===== src/rtl/scan_seq_pkg.sv =====
package scan_seq_pkg;
  typedef enum logic [1:0] {
    ST_IDLE   = 2'd0,
    ST_LOAD   = 2'd1,
    ST_CAPT   = 2'd2,
    ST_UNLOAD = 2'd3
  } seq_state_t;
endpackage


===== src/rtl/scan_cell.sv =====
module scan_cell (
  input  logic clk,
  input  logic rst,
  input  logic shift_en,
  input  logic par_d,
  input  logic ser_d,
  output logic q
);
  always_ff @(posedge clk) begin
    if (rst)           q <= 1'b0;
    else if (shift_en) q <= ser_d;
    else               q <= par_d;
  end
endmodule


===== src/rtl/scan_chain.sv =====
module scan_chain #(
  parameter int CHAIN_LEN = 8
) (
  input  logic                 clk,
  input  logic                 rst,
  input  logic                 shift_en,
  input  logic                 ser_in,
  input  logic [CHAIN_LEN-1:0] par_in,
  output logic [CHAIN_LEN-1:0] stage_q
);
  logic [CHAIN_LEN:0] link;
  assign link[0] = ser_in;

  for (genvar g = 0; g < CHAIN_LEN; g++) begin : g_stage
    scan_cell u_cell (
      .clk      (clk),
      .rst      (rst),
      .shift_en (shift_en),
      .par_d    (par_in[g]),
      .ser_d    (link[g]),
      .q        (stage_q[g])
    );
    assign link[g+1] = stage_q[g];
  end
endmodule


===== src/rtl/scan_ctrl.sv =====
module scan_ctrl
  import scan_seq_pkg::*;
#(
  parameter int CHAIN_LEN = 8
) (
  input  logic clk,
  input  logic rst,
  input  logic start,
  input  logic chain_b2b,
  output logic shift_en,
  output logic busy,
  output logic done
);
  localparam int CNT_W = (CHAIN_LEN > 1) ? $clog2(CHAIN_LEN) : 1;
  localparam logic [CNT_W-1:0] LAST = CNT_W'(CHAIN_LEN - 1);

  seq_state_t state;
  logic [CNT_W-1:0] cnt;

  always_ff @(posedge clk) begin
    if (rst) begin
      state <= ST_IDLE;
      cnt   <= '0;
      done  <= 1'b0;
    end else begin
      done <= 1'b0;
      unique case (state)
        ST_IDLE: begin
          cnt <= '0;
          if (start) state <= ST_LOAD;
        end
        ST_LOAD: begin
          if (cnt == LAST) begin
            cnt   <= '0;
            state <= ST_CAPT;
          end else begin
            cnt <= cnt + 1'b1;
          end
        end
        ST_CAPT: begin
          cnt   <= '0;
          state <= ST_UNLOAD;
        end
        ST_UNLOAD: begin
          if (cnt == LAST) begin
            cnt   <= '0;
            done  <= 1'b1;
            state <= chain_b2b ? ST_CAPT : ST_IDLE;
          end else begin
            cnt <= cnt + 1'b1;
          end
        end
        default: state <= ST_IDLE;
      endcase
    end
  end

  assign shift_en = (state == ST_LOAD) || (state == ST_UNLOAD);
  assign busy     = (state != ST_IDLE);
endmodule


===== src/rtl/scan_seq_top.sv =====
module scan_seq_top #(
  parameter int CHAIN_LEN = 8
) (
  input  logic                 clk,
  input  logic                 rst,
  input  logic                 start,
  input  logic                 chain_b2b,
  input  logic [CHAIN_LEN-1:0] func_in,
  output logic [CHAIN_LEN-1:0] func_out,
  input  logic                 scan_in,
  output logic                 scan_out,
  output logic                 busy,
  output logic                 done
);
  logic scan_en;

  scan_ctrl #(.CHAIN_LEN(CHAIN_LEN)) u_ctrl (
    .clk       (clk),
    .rst       (rst),
    .start     (start),
    .chain_b2b (chain_b2b),
    .shift_en  (scan_en),
    .busy      (busy),
    .done      (done)
  );

  scan_chain #(.CHAIN_LEN(CHAIN_LEN)) u_chain (
    .clk      (clk),
    .rst      (rst),
    .shift_en (scan_en),
    .ser_in   (scan_in),
    .par_in   (func_in),
    .stage_q  (func_out)
  );

  assign scan_out = func_out[CHAIN_LEN-1];
endmodule


===== config.mk =====
export PLATFORM = sky130hd
export DESIGN_NAME = scan_seq_top
export DESIGN_NICKNAME = d
export VERILOG_FILES = /design/src/rtl/scan_seq_pkg.sv /design/src/rtl/scan_cell.sv /design/src/rtl/scan_chain.sv /design/src/rtl/scan_ctrl.sv /design/src/rtl/scan_seq_top.sv
export SDC_FILE = /design/constraint.sdc
export NUM_CORES = 1
export LEC_CHECK = 0
export BUFFER_PORTS_ARGS = -buffer_cell sky130_fd_sc_hd__buf_2
export CORE_AREA = 3 3 42 44
export CTS_BUF_LIST = sky130_fd_sc_hd__clkbuf_4 sky130_fd_sc_hd__clkbuf_8
export DETAILED_ROUTE_END_ITERATION = 10
export DIE_AREA = 0 0 45 47
export PLACE_DENSITY = 0.74
export SLEW_MARGIN = 20
export SYNTH_ARGS = -nofsm -noshare
export SYNTH_HDL_FRONTEND = slang
export SYNTH_SLANG_ARGS = --single-unit

===== constraint.sdc =====
create_clock -name clk -period 1.6 [get_ports clk]
set_input_delay 0.32 -clock clk [delete_from_list [all_inputs] [get_ports clk]]
set_output_delay 0.32 -clock clk [all_outputs]
set_load 0.05 [all_outputs]

==> flow_summary_export.csv <==
group,metric,value,unit
floorplanning,floorplan.rows,14,
synth,yosysUniqueCellTypes,15,
clock_tree,ctsHoldBuffers,0,
detailed_routing,drt_drc_violations_left,0,
synth,seq_area_frac_synth,0.486,
floorplanning,die_h,47,um
sta,timing.final.ws_setup,0.214,ns
cells_and_area,final_util,0.462,
clock_tree,clkLatencyLatePin,0.27,ns
grt,first_global_vias,358,
detailed_routing,route.antenna.remaining_nets,0,
flow_run,drv.max_cap_violation_count,0,
sta,grt_setup_unrepaired,"false",
synth,number_of_enable_flip_flop_cells_after_synthesis,0,
cells_and_area,flow.area_growth_from_synthesis,17.8,%
clock_tree,number_of_h_tree_levels,1,
synth,synthesis.instances,53,
sta,tightest_slew,0.249,ns
sta,finalHoldViolCount,0,
sta,post-route-min-period,1.39,ns
detailed_routing,dr_total_vias,389,
worst_setup_path,critPathKind,"reg2out",
grt,grt_first_pass_wirelength,1460,um
worst_setup_path,worstPathMaxFanout,4,
synth,synth.most_common_cell,"sky130_fd_sc_hd__dfxtp_1",
synth,synth.net_count,68,
clock_tree,cts_num_sinks,14,
placed_design,gpl.final_weighted_congestion,0.602,
floorplanning,die_width,45,um
power_and_ir_drop,power.density,1110,mW/mm^2
floorplanning,core_area,0.00147,mm^2
cells_and_area,fillCellCount,155,
placed_design,preCtsSetupSlack,0.448,ns
detailed_routing,firstDrtPassIters,2,
sta,fmax_achieved,721,MHz
placed_design,port-buffer-count,23,
worst_setup_path,worst_setup_path_end_kind,"primary output",
clock_tree,cts-root-to-sink-buffers,2,
cells_and_area,finalNetCount,87,
synth,synth-async-reset-ratio,0,
worst_setup_path,cp_cell_sequence,"or2_1, buf_2",
clock_tree,post_cts_resized,0,
synth,yosys.area.top_type,"sky130_fd_sc_hd__dfxtp_1",
grt,antenna_found_initial,0,
worst_setup_path,critPathMaxStageDelay,0.33,ns
power_and_ir_drop,finalPower,0.756,mW
clock_tree,clk_pin_slew,0.09,ns
status,status,"finished clean",
worst_setup_path,req_time_crit_path,1.28,ns
detailed_routing,route.final.wire_length,872,um
detailed_routing,viasPerCell,4.47,
worst_setup_path,cp-start-kind,"flip-flop",
min_path,hold_class,"in2reg",
floorplanning,start_util,0.392,
synth,yosys.area.top_type_share,0.486,
grt,grt.total_usage,0.102,
synth,avgSynthCellArea,10.9,um^2
clock_tree,cts-root-buf,"sky130_fd_sc_hd__clkbuf_4",
synth,yosysWarnings,0,
floorplanning,boundaryPins,24,
floorplanning,dieArea,0.00212,mm^2
cells_and_area,count_of_non_filler_cells_in_the_finished_layout,87,
cells_and_area,num_antenna_cells,0,
worst_setup_path,cpMaxStageDelayCell,"sky130_fd_sc_hd__dfxtp_1",
placed_design,dp_cells,83,
sta,fin_setup_tns,0,ns
sta,skew,0.00714,ns
detailed_routing,routed_wire_length_per_instance,10.0,um
sta,setup_violations,0,
synth,syn-cell-area,577,um^2
grt,globalRoute.totalOverflow,0,
clock_tree,number_of_buffers_created_by_cts,3,
worst_setup_path,cp.arrival,1.07,ns
clock_tree,clock_tree_from_tritoncts,"yes",
power_and_ir_drop,vdd_ir_drop_max,0.000449,V
clock_tree,post-cts-setup-buffers,0,
cells_and_area,post_route_cells_drive_above_1_share,0.423,
detailed_routing,drt_iter0_markers,1,
sta,slew_viol_final,0,
sta,share_of_the_clock_period_used_by_the_worst_path,0.866,
synth,ys_seq_elements,14,
synth,synth.top_cells.by_count,"14 x sky130_fd_sc_hd__dfxtp_1, 8 x sky130_fd_sc_hd__buf_4, 8 x sky130_fd_sc_hd__mux2i_1, 8 x sky130_fd_sc_hd__nor2_1",
grt,pin_count_of_the_biggest_net_entering_global_routing,14,
power_and_ir_drop,leakagePower,0.354,nW
sta,slew-limit-headroom,0.835,
synth,synth_area_leaders,"sky130_fd_sc_hd__dfxtp_1 49%, sky130_fd_sc_hd__mux2i_1 14%, sky130_fd_sc_hd__buf_4 10%, sky130_fd_sc_hd__nor2_1 5.2%, sky130_fd_sc_hd__ha_1 4.3%",
synth,ys_dominant_reg_cell,"sky130_fd_sc_hd__dfxtp_1",
==> final timing paths <==
| kind | start | to | slack [ns] | cells past startpoint |
|---|---|---|---|---|
| worst min-delay path | start | u_ctrl.state[0] | 0.25 | 2 |
| worst max register to register | u_ctrl.cnt[0] | u_ctrl.cnt[0] | 0.43 | 4 |
| worst min register to register | u_ctrl.cnt[0] | u_ctrl.cnt[0] | 0.43 | 1 |
| worst max-delay path | u_ctrl.state[1] | busy | 0.21 | 2 |
==> critical path: cells and delay by family, from the launching register on <==
kind                   cells  cell delay (ns)
buffers and inverters      1             0.21
DFF                        1             0.33
and+or+nand+nor            1             0.24
==> logic make-up (layout without fill, tap and decap cells) <==
kind of cell | Yosys count | after routing | share of synthesized area
buf+inv | 10 | 28 | 0.132
mux | 8 | 8 | 0.139
compound gates | 3 | 3 | 0.0304
simple gates | 16 | 16 | 0.169
fa+ha+maj | 2 | 2 | 0.0434
flops | 14 | 14 | 0.486
==> sequential cells by signal, summed over array words and instances (netlist names) <==
name                      flops
u_chain.g_stage.u_cell.q      8
u_ctrl.state                  2
u_ctrl.cnt                    3
u_ctrl.done                   1
==> cell type report <==
cell class	count	area, um^2	share of cell area
clock buffers	4	36.3	0.0534
repair buffers	24	123	0.180
multi-input cells	29	220	0.324
flip-flops and latches	14	280	0.413
well taps	16	20.0	0.0295
==> layout by cell type (no fill, tap or decap), drive strengths merged <==
cell,Yosys,layout
a21oi,2,2
mux2i,8,8
clkbuf,0,4
buf,10,24
dfxtp,14,14
ha,2,2
nor2,8,8
and2,2,2
and4b,2,2
o21a,1,1
nor3,1,1
or2,1,1
nor3b,1,1
nor2b,1,1
==> metal layers <==
layer | GRT usage | vias up | part of all wire
met2 | 0.147 | 15 | 0.48
met5 | 0 | - | 0
met4 | 0.0877 | 0 | 0.021
met1 | 0.115 | 168 | 0.41
met3 | 0.0460 | 2 | 0.081
li1 | - | 204 | -
==> stage by stage <==
step	hold WS (ns)	cell area (um^2)
final	0.253	679
after global routing	0.235	679
after CTS	0.240	679
after detailed placement	0.415	643
after global placement	0.409	643
after floorplan	0.398	577
==> power by group <==
group          internal [mW]  switching [mW]
Clock                  0.138           0.108
Sequential             0.366         0.00723
Combinational         0.0432          0.0929
Power figures use the tool's default switching activity.
